**config.mk**
```make
export PLATFORM = sky130hd
export DESIGN_NAME = alu_cc_unit
export DESIGN_NICKNAME = d
export VERILOG_FILES = /design/src/rtl/alu_cc_pkg.sv /design/src/rtl/alu_core.sv /design/src/rtl/cc_reg.sv /design/src/rtl/branch_eval.sv /design/src/rtl/alu_cc_unit.sv
export SDC_FILE = /design/constraint.sdc
export NUM_CORES = 1
export LEC_CHECK = 0
export ABC_AREA = 1
export BUFFER_PORTS_ARGS = -buffer_cell sky130_fd_sc_hd__buf_2
export CORE_MARGIN = 2
export CORE_UTILIZATION = 60
export CTS_CLUSTER_DIAMETER = 50
export CTS_CLUSTER_SIZE = 16
export DETAILED_ROUTE_END_ITERATION = 12
export GPL_TIMING_DRIVEN = 0
export PLACE_DENSITY = 0.89
export SETUP_SLACK_MARGIN = 0.5
export SLEW_MARGIN = 20
export SYNTH_ARGS = -nofsm -noshare
export SYNTH_HDL_FRONTEND = slang
export SYNTH_SLANG_ARGS = --single-unit
```
**constraint.sdc**
```tcl
create_clock -name clk -period 10.6 [get_ports clk]
set_clock_uncertainty 0.05 [all_clocks]
set_input_delay 2.12 -clock clk [delete_from_list [all_inputs] [get_ports clk]]
set_output_delay 2.12 -clock clk [all_outputs]
set_load 0.02 [all_outputs]
```
**src/rtl/alu_cc_pkg.sv**
```systemverilog
package alu_cc_pkg;
   localparam int unsigned FN_W = 4;

   localparam logic [FN_W-1:0] OP_ADD = 4'd0;
   localparam logic [FN_W-1:0] OP_SUB = 4'd1;
   localparam logic [FN_W-1:0] OP_AND = 4'd2;
   localparam logic [FN_W-1:0] OP_XOR = 4'd3;

   localparam logic [FN_W-1:0] BR_ALWAYS = 4'd0;
   localparam logic [FN_W-1:0] BR_LE     = 4'd1;
   localparam logic [FN_W-1:0] BR_LT     = 4'd2;
   localparam logic [FN_W-1:0] BR_EQ     = 4'd3;
   localparam logic [FN_W-1:0] BR_NE     = 4'd4;
   localparam logic [FN_W-1:0] BR_GE     = 4'd5;
   localparam logic [FN_W-1:0] BR_GT     = 4'd6;

   typedef struct packed {
      logic zf;
      logic sf;
      logic of;
   } cc_flags_t;

   localparam cc_flags_t CC_RESET = '{zf: 1'b1, sf: 1'b0, of: 1'b0};
endpackage

```
**src/rtl/alu_core.sv**
```systemverilog
module alu_core
   import alu_cc_pkg::*;
#(
   parameter int unsigned DATA_W     = 32,
   parameter bit          SHARED_ADD = 1'b1
) (
   input  logic [FN_W-1:0]   fn,
   input  logic [DATA_W-1:0] a,
   input  logic [DATA_W-1:0] b,
   output logic [DATA_W-1:0] y,
   output logic              valid,
   output cc_flags_t         next_cc
);
   localparam int unsigned MSB = DATA_W - 1;

   generate
      if (DATA_W < 2) begin : g_bad_width
         $error("alu_core: DATA_W must be at least 2");
      end
   endgenerate

   logic              is_sub;
   logic [DATA_W-1:0] arith;
   logic              arith_of;

   assign is_sub = (fn == OP_SUB);

   generate
      if (SHARED_ADD) begin : g_shared
         logic [DATA_W-1:0] addend;
         assign addend   = is_sub ? ~a : a;
         assign arith    = b + addend + {{(DATA_W-1){1'b0}}, is_sub};
         assign arith_of = (b[MSB] == addend[MSB]) && (arith[MSB] != b[MSB]);
      end else begin : g_split
         logic [DATA_W-1:0] sum_v;
         logic [DATA_W-1:0] dif_v;
         logic              sum_of;
         logic              dif_of;
         assign sum_v    = b + a;
         assign dif_v    = b - a;
         assign sum_of   = (a[MSB] == b[MSB]) && (sum_v[MSB] != a[MSB]);
         assign dif_of   = (a[MSB] != b[MSB]) && (dif_v[MSB] != b[MSB]);
         assign arith    = is_sub ? dif_v : sum_v;
         assign arith_of = is_sub ? dif_of : sum_of;
      end
   endgenerate

   always_comb begin
      y     = '0;
      valid = 1'b1;
      next_cc.of = 1'b0;
      case (fn)
         OP_ADD, OP_SUB: begin
            y          = arith;
            next_cc.of = arith_of;
         end
         OP_AND: y = a & b;
         OP_XOR: y = a ^ b;
         default: valid = 1'b0;
      endcase
      next_cc.zf = (y == '0);
      next_cc.sf = y[MSB];
   end
endmodule

```
**src/rtl/cc_reg.sv**
```systemverilog
module cc_reg
   import alu_cc_pkg::*;
(
   input  logic      clk,
   input  logic      rst,
   input  logic      load,
   input  cc_flags_t d,
   output cc_flags_t q
);
   always_ff @(posedge clk) begin
      if (rst)       q <= CC_RESET;
      else if (load) q <= d;
   end
endmodule

```
**src/rtl/branch_eval.sv**
```systemverilog
module branch_eval
   import alu_cc_pkg::*;
(
   input  logic [FN_W-1:0] cond,
   input  cc_flags_t       cc,
   output logic            taken
);
   logic less;
   assign less = cc.sf ^ cc.of;

   always_comb begin
      case (cond)
         BR_ALWAYS: taken = 1'b1;
         BR_LE:     taken = less | cc.zf;
         BR_LT:     taken = less;
         BR_EQ:     taken = cc.zf;
         BR_NE:     taken = ~cc.zf;
         BR_GE:     taken = ~less;
         BR_GT:     taken = ~less & ~cc.zf;
         default:   taken = 1'b0;
      endcase
   end
endmodule

```
**src/rtl/alu_cc_unit.sv**
```systemverilog
module alu_cc_unit
   import alu_cc_pkg::*;
#(
   parameter int unsigned DATA_W     = 32,
   parameter bit          SHARED_ADD = 1'b1
) (
   input  logic              clk,
   input  logic              rst,
   input  logic [3:0]        alu_fn,
   input  logic [DATA_W-1:0] op_a,
   input  logic [DATA_W-1:0] op_b,
   input  logic              set_cc,
   input  logic [3:0]        jmp_fn,
   output logic [DATA_W-1:0] result,
   output logic              fn_valid,
   output logic              flag_zf,
   output logic              flag_sf,
   output logic              flag_of,
   output logic              jmp_taken
);
   cc_flags_t cc_d;
   cc_flags_t cc_q;

   alu_core #(.DATA_W(DATA_W), .SHARED_ADD(SHARED_ADD)) u_core (
      .fn      (alu_fn),
      .a       (op_a),
      .b       (op_b),
      .y       (result),
      .valid   (fn_valid),
      .next_cc (cc_d)
   );

   cc_reg u_cc (
      .clk  (clk),
      .rst  (rst),
      .load (set_cc & fn_valid),
      .d    (cc_d),
      .q    (cc_q)
   );

   branch_eval u_br (
      .cond  (jmp_fn),
      .cc    (cc_q),
      .taken (jmp_taken)
   );

   assign flag_zf = cc_q.zf;
   assign flag_sf = cc_q.sf;
   assign flag_of = cc_q.of;
endmodule

```
Yosys cells after proc, flatten, opt, wreduce, memory -nomap -nowiden. Cells that the tools add are included.

Add/sub/neg operators: 2. Equal/unequal tests: 11. Muxes and demuxes: 5. Bitwise logic cells: 9. Reduce and logical (&&, ||, !) cells: 6.

Operators with widths (count): 32-bit case mux with 3 select lines (1); 32-bit by 1-bit adder with 32-bit output (1); 32-bit adder (1); 32-bit AND (1); 32-bit logical NOT (1); 32-bit 2-to-1 mux (1); 32-bit NOT (1); 32-bit bitwise XOR (1); 4-bit by 2-bit == test with 1-bit output, second input constant (4); 4-bit by 3-bit == test with 1-bit output, second input constant (3); 4-bit by 1-bit == test with 1-bit output, second input constant (2); 4-bit logical NOT (2); 1-bit case mux with 7 select lines (1); 4-bit OR reduction (1); 1-bit AND (2); 1-bit 2-to-1 mux (2); 1-bit NOT (2); 2-bit OR reduction (1); 1-bit == test (1); 1-bit logical AND (1); 1-bit != test (1); 1-bit bitwise OR (1); 1-bit bitwise XOR (1).

Register bits after elaboration: 3. Bits of input ports: 75. Output and inout port bits: 37.

Depth between registers and ports, before layout.
Depth after elaboration: 7. Gate-level depth with buffers: 26.

By module. From an unflattened synthesis, not the netlist that was laid out.

Cells, all modules: 756. Area, all modules: 4212.8 um^2.

By module, submodules not included: alu_core (times used 1, cells an instance 713, area an instance 3992.6 um^2, seq. area each 0.0 um^2); cc_reg (times used 1, cells an instance 18, area an instance 117.6 um^2, seq. area each 60.1 um^2); branch_eval (times used 1, cells an instance 23, area an instance 95.1 um^2, seq. area each 0.0 um^2); alu_cc_unit (times used 1, cells an instance 2, area an instance 7.5 um^2, seq. area each 0.0 um^2).

Worst setup path after synthesis. No wires, ideal clock.

Kind: input-to-output. Start: input alu_fn[3]. End: output result[12]. Arrival time: 4.485 ns. Data required time: 8.430 ns. Setup slack: 3.945 ns. Stages: 16. Cell sequence: nor2_2 -> buf_6 -> buf_2 -> nand2_1 -> buf_2 -> xor2_1 -> fa_1 -> inv_1 -> nand3_1 -> nand2_1 -> nand2_1 -> nand2_1 -> nand2_1 -> nand2_1 -> nor2_1 -> o21bai_1.

Word-level cells in the longest chain between the ends: 5. Elaborated cells on any way between the ends: 9.

Ends and longest elaborated chain: start, declared (RTL line alu_cc_unit.sv:9) `input logic [3:0] alu_fn,`; 4-bit by 1-bit == test with 1-bit output (RTL line alu_core.sv:26, alu_core.sv:52); 32-bit 2-to-1 mux (RTL line alu_core.sv:31) `assign addend = is_sub ? ~a : a;`; 32-bit adder (RTL line alu_core.sv:32) `assign arith = b + addend + {{(DATA_W-1){1'b0}}, is_sub};`; 32-bit by 1-bit adder with 32-bit output (RTL line alu_core.sv:32); 32-bit case mux with 3 select lines (*) (RTL line alu_core.sv:52) `case (fn)`; end, declared (RTL line alu_cc_unit.sv:14) `output logic [DATA_W-1:0] result,`.

Every way passes the cells marked *; elsewhere a longest branch is shown, timed or not.

Worst setup path after layout.
Start: input alu_fn[3]. End: output result[28].

The elaborated chain is that of the path after synthesis.

==> results by stage <==
STA:
- The post-route worst setup slack is 2.79 ns.
- The part of the cycle the worst path needs is 73.7%.
- The final number of max-transition violations is 0.
- For the pin with the worst max-slew slack, the measured transition is 0.727 ns.
- The final number of hold-violating endpoints came to 0.
- After layout, the minimum clock period comes to 7.81 ns.
- Summed over all failing endpoints, the final setup total negative slack is 0 ns.
- Setup violations remaining at the end of the flow were counted as 0.
- The worst hold margin is 0.481 ns.
- The headroom to the max-slew limit is 51.5%.
- Setup repair after global routing left no endpoint under its margin.
- The maximum clock frequency is 128 MHz.

Clock tree:
- The number of gates resized after CTS was 0.
- TritonCTS built the clock tree.
- The clock reaches the later pin of the worst-skew pair after 0.21 ns.
- The number of CTS-inserted buffers is 3.
- Post-CTS timing repair inserted 0 buffers for setup.
- The number of hold buffers added after CTS was 0.
- The longest clock path from root to sink contains 2 buffers.
- The number of levels the H-tree was split into is 1.
- In this run the clock root is driven by a clkbuf_8.
- The clock transition at the registers of the reported paths is 0.03 ns.
- The count of clock tree sinks is 3.

Drt:
- Wires add up to 14,800 µm.
- For this run, the detailed router's first-pass iteration total came to 5.
- The routed length per placed instance is 15.3 µm.
- In the routed layout, each cell is associated on average with a via count of 5.63.
- The routed via count is 5,452.
- The detailed router finished its first iteration with 561 violations.
- The remaining design rule violation count is 0.
- The number of nets with antenna violations after routing is 0.

Synthesis:
- The synthesized design devotes to its leading area cell type 20.7% of total area.
- The share of flip-flops with an asynchronous set or reset after synthesis is 0%.
- Synthesis inferred 3 register bits.
- A synthesized cell averages 5.54 µm².
- After synthesis, flip-flops and latches occupy 1.43% of the total area.
- The post-synthesis net count is 897.
- Ranked by total cell area, the synthesized netlist is headed by nand2_1 21%, ha_1 19%, inv_1 12%.
- The yosys synthesis warning count is 0.
- The commonest register cell after synthesis is dfxtp_1.
- The count of mapped cells out of synthesis is 757.
- The area of the mapped netlist is 4190 µm².
- The largest total area in the synthesized netlist belongs to nand2_1.
- The count of different cell masters after synthesis is 38.
- The number of flops mapped to enable cells by yosys is 0.

Floorplanning:
- The die is 87.6 µm tall.
- The total area inside the core boundary comes to 6790 µm².
- Once the floorplan was initialized, standard cells occupied 61.7% of the core.
- The die covers 7670 µm².
- The site row count is 30.
- The I/O pin count is 112.
- Measured along the x axis, the die boundary spans 87.6 µm.

GRT:
- The number of antenna violations at the first check in global routing came to 0.
- Summed over all layers, the global routing overflow is 0.
- The first-pass GRT wire length is 23,600 µm.
- The number of global-route vias before repair came to 5,172.
- Entering global routing, the biggest net connects 11 pins.
- Global routing used 38.4% of the available tracks.

Place:
- The total cell area at the placement stage is 4870 µm².
- Input and output buffers added on the ports amount to 111.
- The half-perimeter wire length of the detailed placement result is 12,200 µm.
- The placement-stage worst setup slack is 2.95 ns.
- Routability-driven placement finished with a final weighted congestion of 1.07.

Power and ir drop:
- The worst supply voltage drop on vdd is 102 µV.
- For this design the ratio of total power to cell area is 64.3 nW/µm².
- The leakage power of the design is 2.93 nW.

Cells and area:
- The utilization of the core after routing is 72.3%.
- The antenna diode count is 0.
- The fill cell total of the finished layout is 632.
- The area added between synthesis and finish is 17.2%.
- After the last flow step, the layout net total stands at 1,013.
- The number of flip-flops under the largest register name is 3.
- The library cell used most frequently in the layout, excluding fill and tap cells, is nand2_1.
- The proportion of layout cells with a drive suffix above 1 is 18.2%.
- The finished cells cover 4910 µm².
- The library cells used most frequently in the layout, excluding fill and tap cells, are 231 x nand2_1, 135 x inv_1, 119 x buf_2.
- Ranked by flip-flop count, first place goes to u_cc.q.
- In the final layout, the registers with the most flip-flops are u_cc.q (3).

Worst setup path:
- The endpoint arrival time on the critical path is 5.64 ns.
- The capturing instance or port of the critical path is result[28].
- The endpoint of the lowest-slack register-to-register path is u_cc.q[1].
- The worst setup path is captured at an output port.
- The critical path is of the primary input to output port type.
- The number of cells on the worst reg-to-reg path is 4.
- The launching element type of the critical path is a primary input.
- The start point of the critical path is alu_fn[3].
- The worst reg-to-reg setup slack is 9.82 ns.
- The critical path required time is 8.43 ns.
- Along the worst path, the maximum fanout reaches 10.
- The source of the worst register-to-register timing path is u_cc.q[1].

Hold path:
- The worst hold path belongs to the class register to register.
- In this run the most critical hold path is launched from u_cc.q[0].

Run:
- The max-capacitance violation count is 0.

Status:
- The run finished with clean final reports.
per-stage QoR:
stage	power [W]	std cells
after CTS	0.000309	968
after global routing	0.000346	968
after detailed placement	0.000274	964
final	0.000316	968
after global placement	0.000266	964
after floorplan	0.000194	757
cell families (layout without fill, tap and decap cells):
logic type / Yosys count / in the layout / share of synthesized area [%]
and+or+nand+nor: 421 / 421 / 43.7
adders and majority gates: 65 / 65 / 19.6
AOI/OAI and AO/OA: 76 / 76 / 12.7
buffers and inverters: 156 / 271 / 15.0
xor gates and xnor gates: 36 / 36 / 7.52
DFF: 3 / 3 / 1.43
report_power, final:
group          internal [W]  switching, W  leakage [nW]
clock             0.0000256    0.00000742        0.0228
combinational     0.0000955      0.000175          2.88
sequential        0.0000119   0.000000481        0.0245
routing by layer:
layer	vias up	part of all wire (%)	track usage (%)
met5	-	0	0
met4	0	3.2	12.6
met3	53	9.7	3.86
met2	313	47	68.3
met1	2417	40	48.4
li1	2669	-	-
worst min path at each step:
stage / endpoint / slack (ns) / cells after the start
after floorplan: u_cc.q[0] / 0.51 / 2
after global placement: u_cc.q[0] / 0.43 / 2
after detailed placement: u_cc.q[0] / 0.44 / 2
after CTS: u_cc.q[0] / 0.47 / 2
after global routing: u_cc.q[0] / 0.48 / 2
final: u_cc.q[0] / 0.48 / 2
layout make-up:
class | count | area [µm²] | area share, %
buffer | 17 | 108 | 2.19
sequential | 3 | 60.1 | 1.22
timing repair buffer | 111 | 556 | 11.3
tap | 96 | 120 | 2.45
multi-input combinational | 598 | 3500 | 71.3
inverter | 139 | 522 | 10.6
clock buffer | 4 | 45.0 | 0.917
cells in the mapped netlist (10+ instances only):
cell,n
nand4_1,15
inv_1,135
a21oi_1,30
xnor2_1,34
nor2_2,10
nand3_1,70
nor2_1,65
a32o_1,23
nand2_2,13
ha_1,64
nand2_1,231
critical path, stage by stage:
cell and delay, ns:
buf_2 0.10, nor2_2 0.16, buf_6 0.17, buf_2 0.29, nand2_1 0.16, buf_2 0.28
xnor2_1 0.18, ha_1 0.39, nand2_1 0.17, nor2_1 0.38, o21ai_0 0.30, nand2_1 0.12
nand2_1 0.07, nand3_1 0.16, nand2_1 0.07, nand2_1 0.08, a21oi_1 0.07, o21ai_0 0.09
nand2_1 0.09, buf_2 0.16
Power figures use the tool's default switching activity.
